## src/rtl/wbcsr_pkg.sv

```systemverilog
package wbcsr_pkg;

    typedef enum logic [1:0] {
        SEQ_IDLE = 2'd0,
        SEQ_BEAT = 2'd1,
        SEQ_FIN  = 2'd2,
        SEQ_ACK  = 2'd3
    } seq_state_e;

    function automatic bit csr_width_ok(input int w);
        return (w == 8) || (w == 16) || (w == 32) || (w == 64);
    endfunction

    function automatic bit is_pow2(input int v);
        return (v > 0) && ((v & (v - 1)) == 0);
    endfunction

endpackage

```

## src/rtl/wbcsr_lane_map.sv

```systemverilog
// Turns byte selects into a per-lane enable and a per-bit byte mask.
module wbcsr_lane_map #(
    parameter int WB_DW  = 32,
    parameter int CSR_DW = 8
) (
    input  logic [WB_DW/8-1:0]      sel,
    output logic [WB_DW/CSR_DW-1:0] lane_en,
    output logic [WB_DW-1:0]        byte_mask
);
    localparam int SEL_W = WB_DW / 8;
    localparam int LANES = WB_DW / CSR_DW;
    localparam int BPL   = CSR_DW / 8;

    for (genvar k = 0; k < LANES; k++) begin : g_lane
        assign lane_en[k] = |sel[k*BPL +: BPL];
    end

    for (genvar b = 0; b < SEL_W; b++) begin : g_byte
        assign byte_mask[b*8 +: 8] = {8{sel[b]}};
    end
endmodule

```

## src/rtl/wbcsr_seq.sv

```systemverilog
// Access sequencer: idle -> one beat per lane -> finish -> ack.
module wbcsr_seq #(
    parameter int LANES = 4
) (
    input  logic                                   clk,
    input  logic                                   rst_n,
    input  logic                                   start,
    output logic                                   idle,
    output logic                                   in_beat,
    output logic [((LANES > 1) ? $clog2(LANES) : 1)-1:0] lane,
    output logic                                   ack
);
    import wbcsr_pkg::*;

    localparam int LANE_CW = (LANES > 1) ? $clog2(LANES) : 1;
    localparam logic [LANE_CW-1:0] LAST_LANE = LANE_CW'(LANES - 1);

    typedef struct packed {
        seq_state_e       st;
        logic [LANE_CW-1:0] lane;
    } seq_reg_t;

    seq_reg_t seq_d, seq_q;

    always_comb begin
        seq_d = seq_q;
        unique case (seq_q.st)
            SEQ_IDLE: begin
                if (start) begin
                    seq_d.st   = SEQ_BEAT;
                    seq_d.lane = '0;
                end
            end
            SEQ_BEAT: begin
                if (seq_q.lane == LAST_LANE) begin
                    seq_d.st = SEQ_FIN;
                end else begin
                    seq_d.lane = seq_q.lane + 1'b1;
                end
            end
            SEQ_FIN:  seq_d.st = SEQ_ACK;
            SEQ_ACK:  seq_d.st = SEQ_IDLE;
            default:  seq_d.st = SEQ_IDLE;
        endcase
    end

    always_ff @(posedge clk) begin
        if (!rst_n) begin
            seq_q.st   <= SEQ_IDLE;
            seq_q.lane <= '0;
        end else begin
            seq_q <= seq_d;
        end
    end

    assign idle    = (seq_q.st == SEQ_IDLE);
    assign in_beat = (seq_q.st == SEQ_BEAT);
    assign ack     = (seq_q.st == SEQ_ACK);
    assign lane    = seq_q.lane;
endmodule

```

## src/rtl/wbcsr_rd_collect.sv

```systemverilog
// Gathers read lanes into the wide word, masking unselected bytes.
module wbcsr_rd_collect #(
    parameter int WB_DW  = 32,
    parameter int CSR_DW = 8
) (
    input  logic                 clk,
    input  logic                 rst_n,
    input  logic                 clear,
    input  logic                 cap_en,
    input  logic [((WB_DW/CSR_DW > 1) ? $clog2(WB_DW/CSR_DW) : 1)-1:0] cap_lane,
    input  logic [CSR_DW-1:0]    r_data,
    input  logic [WB_DW-1:0]     byte_mask,
    output logic [WB_DW-1:0]     word
);
    logic [WB_DW-1:0] word_d, word_q;

    always_comb begin
        word_d = word_q;
        if (clear) begin
            word_d = '0;
        end else if (cap_en) begin
            word_d[int'(cap_lane)*CSR_DW +: CSR_DW] =
                r_data & byte_mask[int'(cap_lane)*CSR_DW +: CSR_DW];
        end
    end

    always_ff @(posedge clk) begin
        if (!rst_n) begin
            word_q <= '0;
        end else begin
            word_q <= word_d;
        end
    end

    assign word = word_q;
endmodule

```

## src/rtl/wbcsr_bridge.sv

```systemverilog
module wbcsr_bridge #(
    parameter int WB_DW  = 32,
    parameter int CSR_DW = 8,
    parameter int WB_AW  = 8
) (
    input  logic                 clk,
    input  logic                 rst_n,
    input  logic                 wb_cyc,
    input  logic                 wb_stb,
    input  logic                 wb_we,
    input  logic [WB_AW-1:0]     wb_adr,
    input  logic [WB_DW/8-1:0]   wb_sel,
    input  logic [WB_DW-1:0]     wb_dat_w,
    output logic [WB_DW-1:0]     wb_dat_r,
    output logic                 wb_ack,
    output logic [WB_AW+$clog2(WB_DW/CSR_DW)-1:0] csr_addr,
    output logic                 csr_r_stb,
    output logic                 csr_w_stb,
    output logic [CSR_DW-1:0]    csr_w_data,
    input  logic [CSR_DW-1:0]    csr_r_data
);
    import wbcsr_pkg::*;

    localparam int SEL_W     = WB_DW / 8;
    localparam int LANES     = WB_DW / CSR_DW;
    localparam int LANE_BITS = $clog2(LANES);
    localparam int LANE_CW   = (LANES > 1) ? LANE_BITS : 1;

    if (!csr_width_ok(CSR_DW) || (WB_DW % CSR_DW) != 0 || !is_pow2(LANES))
    begin : g_bad_cfg
        $error("wbcsr_bridge: register width must be 8/16/32/64 and divide the master width by a power of two");
    end

    typedef struct packed {
        logic [WB_AW-1:0]   adr;
        logic               we;
        logic [SEL_W-1:0]   sel;
        logic [WB_DW-1:0]   dat;
        logic               pend_v;
        logic [LANE_CW-1:0] pend_lane;
    } top_reg_t;

    top_reg_t r_d, r_q;

    logic               seq_idle;
    logic               seq_beat;
    logic [LANE_CW-1:0] seq_lane;
    logic               seq_ack;
    logic               start;
    logic [LANES-1:0]   lane_en;
    logic [WB_DW-1:0]   byte_mask;
    logic               beat_go;

    assign start = wb_cyc && wb_stb && seq_idle;

    wbcsr_seq #(
        .LANES (LANES)
    ) u_seq (
        .clk     (clk),
        .rst_n   (rst_n),
        .start   (start),
        .idle    (seq_idle),
        .in_beat (seq_beat),
        .lane    (seq_lane),
        .ack     (seq_ack)
    );

    wbcsr_lane_map #(
        .WB_DW  (WB_DW),
        .CSR_DW (CSR_DW)
    ) u_lane_map (
        .sel       (r_q.sel),
        .lane_en   (lane_en),
        .byte_mask (byte_mask)
    );

    wbcsr_rd_collect #(
        .WB_DW  (WB_DW),
        .CSR_DW (CSR_DW)
    ) u_collect (
        .clk       (clk),
        .rst_n     (rst_n),
        .clear     (start),
        .cap_en    (r_q.pend_v),
        .cap_lane  (r_q.pend_lane),
        .r_data    (csr_r_data),
        .byte_mask (byte_mask),
        .word      (wb_dat_r)
    );

    assign beat_go = seq_beat && lane_en[seq_lane];

    always_comb begin
        r_d = r_q;
        if (start) begin
            r_d.adr = wb_adr;
            r_d.we  = wb_we;
            r_d.sel = wb_sel;
            r_d.dat = wb_dat_w;
        end
        r_d.pend_v    = beat_go && !r_q.we;
        r_d.pend_lane = seq_lane;
    end

    always_ff @(posedge clk) begin
        if (!rst_n) begin
            r_q <= '0;
        end else begin
            r_q <= r_d;
        end
    end

    if (LANES == 1) begin : g_addr_direct
        assign csr_addr = r_q.adr;
    end else begin : g_addr_lane
        assign csr_addr = {r_q.adr, seq_lane};
    end

    assign csr_r_stb  = beat_go && !r_q.we;
    assign csr_w_stb  = beat_go && r_q.we;
    assign csr_w_data = r_q.dat[int'(seq_lane)*CSR_DW +: CSR_DW];
    assign wb_ack     = seq_ack;
endmodule

```

## config.mk

```make
export PLATFORM = sky130hd
export DESIGN_NAME = wbcsr_bridge
export DESIGN_NICKNAME = d
export VERILOG_FILES = /design/src/rtl/wbcsr_pkg.sv /design/src/rtl/wbcsr_lane_map.sv /design/src/rtl/wbcsr_seq.sv /design/src/rtl/wbcsr_rd_collect.sv /design/src/rtl/wbcsr_bridge.sv
export SDC_FILE = /design/constraint.sdc
export NUM_CORES = 1
export LEC_CHECK = 0
export BUFFER_PORTS_ARGS = -buffer_cell sky130_fd_sc_hd__buf_2
export CAP_MARGIN = 5
export CORE_MARGIN = 8
export CORE_UTILIZATION = 45
export CTS_CLUSTER_DIAMETER = 150
export CTS_CLUSTER_SIZE = 8
export DETAILED_ROUTE_END_ITERATION = 16
export PLACE_DENSITY_LB_ADDON = 0.3
export SETUP_SLACK_MARGIN = 0.2
export SYNTH_ARGS = -nofsm -noshare
export SYNTH_HDL_FRONTEND = slang
export SYNTH_HIERARCHICAL = 1
export SYNTH_SLANG_ARGS = --single-unit
```

## constraint.sdc

```tcl
create_clock -name clk -period 2.7 [get_ports clk]
set_clock_uncertainty 0.05 [all_clocks]
set_input_delay 0.135 -clock clk [delete_from_list [all_inputs] [get_ports clk]]
set_output_delay 0.135 -clock clk [all_outputs]
set_load 0.01 [all_outputs]
```

* After elaboration in Yosys (flattened, before gate mapping)
Cells that the tools add are included.
** Word-level totals
- Register bits :: 84
- Input port bits :: 57
- Output and inout port bits :: 53
- Word-level logic and storage cells :: 44
** Operators by class
- Add/subtract/negate cells :: 2
- $lt $le $gt $ge :: 1
- Eq/ne operators :: 7
- Shift operators :: 4
- Muxes and demuxes :: 8
- Bitwise gates (word level) :: 2
- Reductions and logical operators :: 11
** Operator list (count)
- indexed part select 32 x 6 -> 8 bit :: 2
- negator 5 -> 33 bit :: 1
- variable shift 8 x 33 -> 32 bit, first input constant :: 1
- indexed part select 8 x 33 -> 32 bit :: 1
- bitwise mux 32 bit :: 1
- AND 8 bit :: 1
- one-hot mux 2 bit (4 select lines) :: 1
- equality test 2 bit, second input constant :: 3
- logical AND 1 bit :: 5
- 2-to-1 mux 2 bit :: 2
- 2-to-1 mux 4 bit :: 1
- != test 2 x 1 -> 1 bit, second input constant :: 2
- one-hot mux 2 bit (2 select lines) :: 1
- less-than comparator 2 x 3 -> 1 bit, second input constant :: 1
- AND reduction 3 bit :: 1
- adder 2 x 1 -> 2 bit, second input constant :: 1
- binary-select mux 1 bit (select 2 bit) :: 1
- equality test 2 x 1 -> 1 bit, second input constant :: 1
- zero test 2 bit :: 1
- != test 2 bit, second input constant :: 1
- AND reduction 2 bit :: 1
- nonzero test 2 bit :: 1
- OR reduction 2 bit :: 1
- zero test 1 bit :: 1
- other kinds (2) :: 2

* Longest topological paths before layout
Gate-level depths: netlist (run 1).
- Word-level depth :: 4
- Depth in mapped cells :: 8
- Depth with buffers taken out :: 6

* Cells and area by module
Netlist (run 1), hierarchy kept.
** By module, submodules not included
- wbcsr_bridge :: times used 1, cells an instance 223, area each 2178.3 µm², sequential area each 960.9 µm²
- wbcsr_rd_collect :: times used 1, cells an instance 127, area each 1432.6 µm², sequential area each 640.6 µm²
- wbcsr_seq :: times used 1, cells an instance 38, area each 332.8 µm², sequential area each 80.1 µm²
- wbcsr_lane_map :: times used 1, cells an instance 36, area each 270.3 µm², sequential area each 0.0 µm²

* Least setup slack after synthesis (run 1)
OpenSTA, ideal clock, no wires.
- Path type :: reg-to-reg
- From :: register u_seq/seq_q[2] (netlist bit)
- To :: register u_collect.word_q[17] (netlist: u_collect/word[17])
- Library setup time :: 0.060 ns
- Data arrival time :: 2.012 ns
- Data required time :: 2.590 ns
- Path slack :: 0.578 ns
- Cell stages (with the launch flop) :: 9
- Buffers on the path :: 2
- Period minus slack after synthesis :: 2.122 ns
- Path through :: dfxtp_1 inv_1 ha_1 and3_1 buf_2 buf_4 nand2b_1 a21oi_1 a22o_1
** On the way
- Longest elaborated chain between the ends :: 3
** RTL lines
- start: declaration :: line wbcsr_seq.sv:23 : seq_reg_t seq_d, seq_q;
- start signal: assignment :: line wbcsr_seq.sv:52 : seq_q <= seq_d;
- zero test 2 bit :: line wbcsr_seq.sv:56 : assign idle = (seq_q.st == SEQ_IDLE);
- net seq_idle :: line wbcsr_bridge.sv:45 : logic seq_idle;
- logical AND 1 bit :: line wbcsr_bridge.sv:54 : assign start = wb_cyc && wb_stb && seq_idle;
- net start :: line wbcsr_bridge.sv:49 : logic start;
- OR reduction 2 bit (no source line)
- end signal: assignment :: line wbcsr_rd_collect.sv:31 : word_q <= word_d;
- end: declaration :: line wbcsr_rd_collect.sv:15 : logic [WB_DW-1:0] word_d, word_q;
The timed path passes the listed nets, and every way through them passes these cells.
A chain may end at the register's enable or synchronous reset.

* Final worst setup path (run 1)
- From :: register, netlist name u_seq/lane[0]
- To :: output port csr_w_data[4]
** On the way
- Longest elaborated chain between the ends :: 1
** RTL lines
- indexed part select 32 x 6 -> 8 bit :: line wbcsr_bridge.sv:121 : assign csr_w_data = r_q.dat[int'(seq_lane)*CSR_DW +: CSR_DW];
- end: declaration :: line wbcsr_bridge.sv:19 : output logic [CSR_DW-1:0] csr_w_data,
No other way between the ends.

==> impl_metrics.csv, run 1 <==
group,metric,value,unit
floorplanning,io_pins,110,
cts,numCtsBuffers,9,
cts,path_clk_slew,0.09,ns
run_status,status,"completed",
detailed_routing,first_pass_iters,4,
logic_synthesis,synth-simple-area-share,15.7,%
logic_synthesis,synth_top_area_share,39.9,%
logic_synthesis,synthXorXnorAreaFrac,0,%
power_and_ir_drop,report.power.total,3.07,mW
worst_setup_path,endpoint_kind,"output pin",
logic_synthesis,synth-seq-cells,84,
timing,setup_violations,0,
grt,antenna_found_initial,1,
placed_design,place_congestion,0.772,
detailed_routing,drt_iter0_markers,108,
logic_synthesis,avgSynthCellArea,9.94,um2
floorplanning,start_util,46.0,%
grt,grt_util_met2,27.4,%
cts,insertion_delay,0.35,ns
timing,rsz0062_at_grt,"false",
logic_synthesis,syn-num-nets,492,
logic_synthesis,synth_top_family_by_area,"multiplexers",
grt,grt_pass1_vias,3418,
detailed_routing,post-route-drc-count,0,
logic_synthesis,synth.top_cells.by_count,"102 x nand2_1, 84 x dfxtp_1, 61 x mux2i_1",
floorplanning,rows,35,
timing,post-route-period-util,80.7,%
floorplanning,fp.coreArea,9150,um2
cts,clock_sinks,84,
floorplanning,die_area,12700,um2
timing,min_period,2.18,ns
logic_synthesis,netlist_area,4210,um2
placed_design,port_buffers,109,
final_layout,final_cells,646,
logic_synthesis,yosys_warnings,6,
power_and_ir_drop,p_per_area,598,nW/um2
worst_setup_path,cp_max_fo,8,
cts,htree_levels,3,
final_layout,fillerInstances,807,
logic_synthesis,synthFlopType,"dfxtp_1",
placed_design,placedCellCount,584,
grt,grt_max_degree,99,
detailed_routing,wl,10500,um
detailed_routing,via_count,3293,
placed_design,dpl_cell_area,4490,um2
floorplanning,die_h,113,um
cts,cts.path.max_buffers,2,
worst_setup_path,worst_setup_path_start_kind,"flip-flop",
timing,slew_violations,0,
logic_synthesis,yosysMostFrequentCell,"nand2_1",
timing,finalHoldViolations,0,
worst_setup_path,cp.required,2.52,ns
final_layout,final_area,5140,um2
logic_synthesis,synth_mux_area_share,20.0,%
logic_synthesis,synth-compound-area-share,9.89,%
logic_synthesis,synth_edf_count,0,
logic_synthesis,synth_cells,424,
final_layout,drive_gt1_share,26.2,%
flow_run,maxCapViolations,0,
timing,timing.fmax,459,MHz
detailed_routing,wl_per_cell,16.2,um
power_and_ir_drop,p_leak,2.29,nW
logic_synthesis,synth_top_cell_by_area,"dfxtp_1",
timing,relSlewSlack,40.0,%
logic_synthesis,synth.distinct_cells,39,
cts,cts-root-buf,"clkbuf_8",
logic_synthesis,yosysSeqAreaShare,39.9,%
grt,met1_usage,19.0,%
grt,grt_util_met3,6.12,%
final_layout,area_growth,22.0,%
logic_synthesis,ys_top_cells_by_area,"dfxtp_1 40%, mux2i_1 14%, buf_4 9.3%",
grt,grt_pass1_wl,17000,um
placed_design,place_hpwl,6990,um
cts,cts_tree,"built",
timing,tns,0,ns
power_and_ir_drop,irDropWorstVdd,0.328,mV
grt,overflow,0,
grt,gr-max-usage-layer,"met2",
timing,worst_slew_pin_slew,0.900,ns
final_layout,layout.nets,597,
detailed_routing,post_drt_via_cell_ratio,5.10,
grt,track_usage,16.5,%
logic_synthesis,synthArstFlopShare,0,%
hold_path,hold_path.class,"in2reg",
floorplanning,dieWidth,113,um
detailed_routing,ant_nets,0,
worst_setup_path,path_class,"reg2out",
worst_setup_path,critPathArrivalTime,1.99,ns
logic_synthesis,synth_fa_ha_area_share,3.27,%
==> cells by family after synthesis <==
family,after synthesis
buffers and inverters,70
AOI/OAI and AO/OA,54
and+or+nand+nor,135
muxes,70
DFF,84
adders and majority gates,11
==> registers in the layout, indices dropped and copies added, names as in the netlist <==
signal and count:
r_q 40, u_seq/lane 2, u_collect/word 32, csr_addr 8
u_seq/seq_q 2
==> per-stage QoR <==
step,setup slack (ns),util [%],hold slack [ns]
after floorplan,0.578,-,0.213
after global placement,0.674,49.0,0.333
after detailed placement,0.566,49.0,0.339
after CTS,0.510,56.1,0.256
after global routing,0.376,56.2,0.272
final,0.521,56.2,0.265
==> repair_timing <==
action	CTS	global route
endpoints found under the hold margin	45	0
setup buffers	0	0
hold buffers	45	0
resized for setup	0	0
==> where the power goes <==
group          total [mW]  internal (mW)  leakage (nW)  switching, mW
Combinational       0.730          0.348          1.52          0.382
Sequential           1.41           1.33         0.682         0.0800
Clock               0.926          0.438        0.0939          0.488
==> worst max-delay path: stages, from the launching register on <==
cell	delay, ns
dfxtp_1	0.59
buf_4	0.27
mux4_1	0.61
buf_2	0.17
==> area by class of cell <==
class / instances / area, um2 / share of cell area [%]
clock inverter: 6 / 71.3 / 1.39
inverter: 4 / 15.0 / 0.292
tap: 111 / 139 / 2.70
antenna: 1 / 2.50 / 0.0487
multi-input combinational: 270 / 2060 / 40.1
sequential: 84 / 1680 / 32.7
timing repair buffer: 160 / 1040 / 20.3
clock buffer: 10 / 128 / 2.48
==> worst paths after layout <==
path                                     start                  to  slack, ns  cells past startpoint
worst max-delay path             u_seq/lane[0]       csr_w_data[4]       0.52                      3
worst min-delay path                     rst_n  u_collect/word[21]       0.26                      4
worst max register to register  u_seq/seq_q[2]  u_collect/word[10]       0.52                      6
worst min register to register         r_q[13]             r_q[13]       0.41                      2
==> layer usage <==
layer | share of wire, % | up-vias
met4 | 1.2 | 0
met1 | 44 | 1541
li1 | - | 1649
met3 | 7.0 | 9
met5 | 0 | -
met2 | 48 | 94
==> layout by cell type, fill, tap and decap left out, types with 2 or more instances in the layout <==
master,instances
buf_2,109
a21oi_1,6
o21ai_0,3
nand2b_1,11
nand4b_1,2
clkbuf_8,9
o22ai_1,8
clkinvlp_4,2
dlygate4sd3_1,45
a22o_1,32
mux4_1,8
a21boi_0,2
dfxtp_1,84
nor3_2,2
nor2_1,2
inv_6,3
and2_1,2
ha_1,11
nand2_1,102
buf_4,6
inv_1,4
mux2i_1,61
Power figures use the tool's default switching activity.
==> run 2: changes to the inputs <==
clock period = 1.7 ns   (was 2.7 ns; I/O delays follow)
==> impl_metrics.csv, run 2 (same netlist as run 1, synthesis figures left out) <==
group,metric,value,unit
timing,setup_violations,7,
worst_setup_path,r2r-start,"u_seq/seq_q[3]",
floorplanning,dieWidth,113,um
floorplanning,rows,35,
timing,rsz0062_at_grt,"true",
floorplanning,fp.coreArea,9150,um2
timing,timing.fmax,571,MHz
worst_setup_path,critPathArrivalTime,1.62,ns
grt,grt_pass1_wl,18000,um
worst_setup_path,worst_setup_path_start_kind,"flip-flop",
grt,overflow,0,
flow_run,maxCapViolations,0,
hold_path,hold_path_depth,5,
timing,fin_ws,-0.0526,ns
run_status,violations,"setup timing",
worst_setup_path,r2r_slack,0.11,ns
cts,insertion_delay,0.35,ns
power_and_ir_drop,p_per_area,931,nW/um2
timing,worst_slew_pin_slew,0.413,ns
power_and_ir_drop,p_leak,2.52,nW
final_layout,layout.nets,632,
worst_setup_path,critical_path_cell_count,3,
run_status,status,"finished with violations",
hold_path,hold_path.class,"in2reg",
floorplanning,start_util,46.0,%
final_layout,antennaDiodeCount,0,
cts,numCtsBuffers,9,
cts,clock_sinks,84,
final_layout,mostFrequentLayoutCell,"buf_2",
worst_setup_path,endpoint_kind,"output pin",
worst_setup_path,slowest_delay,0.53,ns
timing,post-route-period-util,103,%
cts,path_clk_slew,0.09,ns
power_and_ir_drop,report.power.total,5.38,mW
placed_design,place_hpwl,7140,um
grt,track_usage,17.3,%
timing,relSlewSlack,72.4,%
worst_setup_path,crit_buf_inv,1,
detailed_routing,post-route-drc-count,0,
detailed_routing,via_count,3504,
hold_path,worstHoldEndpoint,"u_collect/word[18]",
final_layout,top_register,"r_q",
power_and_ir_drop,irDropWorstVdd,0.478,mV
timing,fin_hold_ws,0.229,ns
hold_path,min-delay-start,"csr_r_data[2]",
final_layout,drive_gt1_share,37.3,%
final_layout,fillerInstances,727,
cts,cts.path.max_buffers,2,
floorplanning,die_h,113,um
worst_setup_path,r2r_cells,7,
final_layout,final_cell_mix,"104 x buf_2, 101 x nand2_1, 74 x dfxtp_1",
worst_setup_path,critical-path-top-delay-family,"multiplexers",
floorplanning,die_area,12700,um2
timing,slew_violations,0,
placed_design,place_congestion,0.764,
timing,finalHoldViolations,0,
cts,cts-root-buf,"clkbuf_8",
final_layout,final_util,63.2,%
cts,cts_tree,"built",
detailed_routing,wl_per_cell,17.1,um
worst_setup_path,r2r_end,"u_collect/word[22]",
detailed_routing,drt_iter0_markers,139,
grt,grt_pass1_vias,3573,
grt,grt_max_degree,99,
worst_setup_path,cp_max_fo,5,
detailed_routing,wl,11600,um
placed_design,port_buffers,109,
final_layout,largest_register_ffs,40,
cts,htree_levels,3,
detailed_routing,post_drt_via_cell_ratio,5.15,
grt,antenna_found_initial,0,
timing,min_period,1.75,ns
worst_setup_path,cp_cell_sequence,"mux4_2 > and3_1 > buf_2",
floorplanning,io_pins,110,
detailed_routing,first_pass_iters,4,
worst_setup_path,path_class,"reg2out",
detailed_routing,ant_nets,0,
worst_setup_path,slowest_stage,"mux4_2",
worst_setup_path,cp.required,1.56,ns
final_layout,area_growth,37.3,%
run 2: power breakdown:
part,internal (mW),switching (mW)
combinational,0.955,0.781
clock,0.568,0.812
sequential,2.13,0.137
total,3.65,1.73
run 2: worst max path at each step:
| stage | start | endpoint | slack [ns] |
|---|---|---|---|
| final | u_seq/lane[0] | csr_w_stb | -0.05 |
| after global routing | u_seq/lane[0] | csr_w_stb | -0.11 |
| after CTS | u_seq/lane[0] | csr_w_stb | -0.08 |
| after detailed placement | u_seq/seq_q[3] | u_collect/word[22] | -0.05 |
| after global placement | u_seq/seq_q[3] | u_collect/word[17] | 0.01 |
| after floorplan | u_seq/seq_q[3] | u_collect/word[16] | -0.16 |
run 2: through the flow:
step / worst slack (ns) / cell area, um2 / TNS (ns) / std cells
after global routing: -0.106 / 5790 / -0.610 / 680
after CTS: -0.0778 / 5570 / -0.374 / 671
final: -0.0526 / 5790 / -0.185 / 680
after floorplan: -0.156 / 4320 / -1.24 / 424
after detailed placement: -0.0489 / 4720 / -0.327 / 597
after global placement: 0.0145 / 4720 / 0 / 597
run 2: routing by layer:
layer	part of all wire (%)	GRT usage [%]	up-vias
met5	0	0	-
met2	50	29.6	124
met1	41	19.9	1661
met4	1.2	5.31	0
met3	7.6	5.96	13
li1	-	-	1706
run 2: timing repair:
item                                   4_1_cts  5_1_grt
hold buffers                                45        0
setup endpoints to repair                   45       86
setup buffers                               12        2
endpoints found under the hold margin       45        0
pin swaps                                   41        4
resized for setup                           29       20
cloned                                       1        7
run 2: worst min-delay path, cell delays in order:
cell and delay (ns):
buf_2 0.09, nand2b_1 0.05, o22ai_1 0.12, buf_4 0.16, a22o_1 0.11
run 2: layout make-up:
type / count / area, um2 / share of cell area, %
tap: 111 / 139 / 2.40
multi-input combinational: 270 / 2170 / 37.6
clock buffer: 9 / 124 / 2.14
clock inverter: 7 / 70.1 / 1.21
sequential: 84 / 1700 / 29.4
timing repair buffer: 195 / 1560 / 27.0
inverter: 4 / 17.5 / 0.303
==> run 3: changes to the inputs <==
ABC_AREA = 1   (was not set)
CAP_MARGIN = 10   (was 5)
==> impl_metrics.csv, run 3 <==
group,metric,value,unit
run_status,status,"completed",
power_and_ir_drop,power.share.clock,23.0,%
final_layout,final_cells,922,
logic_synthesis,synth-seq-cells,84,
worst_setup_path,worst_setup_path_start_kind,"flip-flop",
floorplanning,die_h,116,um
timing,finalHoldViolations,0,
logic_synthesis,synth.distinct_cells,26,
detailed_routing,wl_per_cell,13.9,um
grt,antenna_found_initial,0,
grt,grt_pass1_vias,4293,
power_and_ir_drop,switching_share,37.7,%
detailed_routing,drt_iter0_markers,250,
timing,rsz0062_at_grt,"true",
logic_synthesis,synth_cells,644,
placed_design,place_hpwl,8070,um
timing,min_period,1.58,ns
floorplanning,rows,36,
worst_setup_path,critPathArrivalTime,1.44,ns
worst_setup_path,critical-path-top-delay-family,"buffers and inverters",
timing,post-route-period-util,92.8,%
detailed_routing,post-route-drc-count,0,
worst_setup_path,endpoint_kind,"output pin",
final_layout,final_util,62.2,%
floorplanning,io_pins,110,
logic_synthesis,synth.top_cells.by_count,"161 x nand2_1, 90 x nor2_1, 84 x dfxtp_1",
floorplanning,die_area,13500,um2
power_and_ir_drop,switchingPower,2.43,mW
final_layout,largest_register_ffs,40,
cts,cts_tree,"built",
worst_setup_path,r2r_slack,0.17,ns
grt,grt_pass1_wl,20100,um
logic_synthesis,yosysMostFrequentCell,"nand2_1",
worst_setup_path,slowest_stage,"dfxtp_4",
cts,cts.path.max_buffers,2,
cts,insertion_delay,0.36,ns
floorplanning,start_util,46.3,%
logic_synthesis,synth_edf_count,0,
logic_synthesis,yosysSeqAreaShare,37.4,%
placed_design,post-place-ws,0.0778,ns
worst_setup_path,cp_cell_sequence,"buf_8 > buf_12 > o21ai_1 > o22ai_1 > buf_2",
floorplanning,dieWidth,116,um
worst_setup_path,crit_buf_inv,3,
logic_synthesis,netlist_area,4500,um2
power_and_ir_drop,p_leak,2.68,nW
timing,tns,0,ns
detailed_routing,wl,12800,um
grt,track_usage,18.4,%
final_layout,area_growth,34.5,%
final_layout,drive_gt1_share,30.5,%
hold_path,hold_path.class,"in2reg",
cts,clock_sinks,84,
flow_run,maxCapViolations,0,
power_and_ir_drop,irDropWorstVdd,0.743,mV
detailed_routing,via_count,4460,
final_layout,antennaDiodeCount,0,
final_layout,layout.nets,852,
final_layout,top_register,"r_q",
cts,numCtsBuffers,9,
timing,fin_ws,0.123,ns
logic_synthesis,synth_top_area_share,37.4,%
logic_synthesis,synthArstFlopShare,0,%
floorplanning,fp.coreArea,9730,um2
cts,path_clk_slew,0.09,ns
timing,worst_slew_pin_slew,0.369,ns
worst_setup_path,slowest_delay,0.40,ns
timing,timing.fmax,634,MHz
timing,setup_violations,0,
logic_synthesis,syn-num-nets,712,
placed_design,port_buffers,109,
detailed_routing,first_pass_iters,5,
grt,overflow,0,
grt,grt_max_degree,33,
power_and_ir_drop,comb_power_share,40.8,%
power_and_ir_drop,p_per_area,1060,nW/um2
worst_setup_path,cp_max_fo,7,
logic_synthesis,ys_top_cells_by_area,"dfxtp_1 37%, nand2_1 13%, buf_4 8.5%",
logic_synthesis,yosys_warnings,6,
cts,cts-root-buf,"clkbuf_8",
placed_design,place_congestion,0.795,
worst_setup_path,path_class,"reg2out",
final_layout,mostFrequentLayoutCell,"nand2_1",
detailed_routing,ant_nets,0,
cts,htree_levels,3,
logic_synthesis,synth_top_cell_by_area,"dfxtp_1",
detailed_routing,post_drt_via_cell_ratio,4.84,
worst_setup_path,cp.required,1.56,ns
timing,relSlewSlack,75.4,%
logic_synthesis,avgSynthCellArea,6.99,um2
timing,slew_violations,0,
power_and_ir_drop,seq_power_share,36.2,%
logic_synthesis,synthFlopType,"dfxtp_1",
placed_design,placedCellCount,829,
power_and_ir_drop,p_int,4.01,mW
final_layout,final_cell_mix,"154 x nand2_1, 109 x buf_2, 87 x nor2_1",
-- run 3: stage by stage --
stage	cell area [um2]	hold slack [ns]	total power, mW
after floorplan	4560	0.133	3.94
after CTS	5830	0.0798	6.14
after global routing	6050	0.116	6.83
after detailed placement	4860	0.290	4.28
final	6050	0.0955	6.43
after global placement	4860	0.285	4.24
-- run 3: cell families after synthesis --
| group | share of synthesized area (%) |
|---|---|
| AOI/OAI and AO/OA | 10.1 |
| adders and majority gates | 3.06 |
| buffers and inverters | 18.8 |
| DFF | 37.4 |
| and+or+nand+nor | 30.7 |
-- run 3: power groups by stage --
stage	Sequential (mW)	Clock [mW]	Combinational, mW
final	2.33	1.48	2.63
after global routing	2.35	1.60	2.88
after CTS	2.30	1.51	2.33
after detailed placement	2.30	0	1.97
after global placement	2.30	0	1.94
after floorplan	2.26	0	1.68
-- run 3: worst paths after layout --
| path | endpoint | startpoint | depth (start not counted) |
|---|---|---|---|
| worst min register to register | csr_addr[6] | csr_addr[6] | 2 |
| worst max register to register | u_collect/word[20] | r_q[1] | 6 |
| worst min-delay path | u_collect/word[8] | csr_r_data[0] | 5 |
| worst max-delay path | csr_w_data[2] | u_seq/lane[0] | 5 |
-- run 3: layout make-up --
| class | count | area, um2 |
|---|---|---|
| fill | 876 | 3670 |
| multi-input combinational | 411 | 2150 |
| sequential | 84 | 1720 |
| timing repair buffer | 200 | 1490 |
| inverter | 77 | 324 |
| tap | 133 | 166 |
| clock buffer | 10 | 138 |
| clock inverter | 6 | 68.8 |
| timing repair inverter | 1 | 5.00 |
-- run 3: tightest hold or removal path, cell delays in order --
cell and delay [ns]:
buf_2 0.12, nand4_2 0.10, nor2_1 0.04, nor2_1 0.08, nor2_1 0.04
-- run 3: repair_timing --
| action | 4_1_cts | 5_1_grt |
|---|---|---|
| hold endpoints to repair | 62 | 0 |
| hold buffers | 53 | 0 |
| setup endpoints to repair | 67 | 91 |
| resized for setup | 46 | 43 |
| pin swaps | 17 | 18 |
| gates cloned | 3 | 1 |
| setup buffers | 13 | 7 |
-- run 3: per-layer routing --
metal  vias up  part of all wire (%)  track usage, %
li1       2241                     -               -
met1      2029                    40            20.6
met2       172                    52            33.0
met3        18                   7.5            4.59
met4         0                   1.4            6.74
met5         -                     0               0
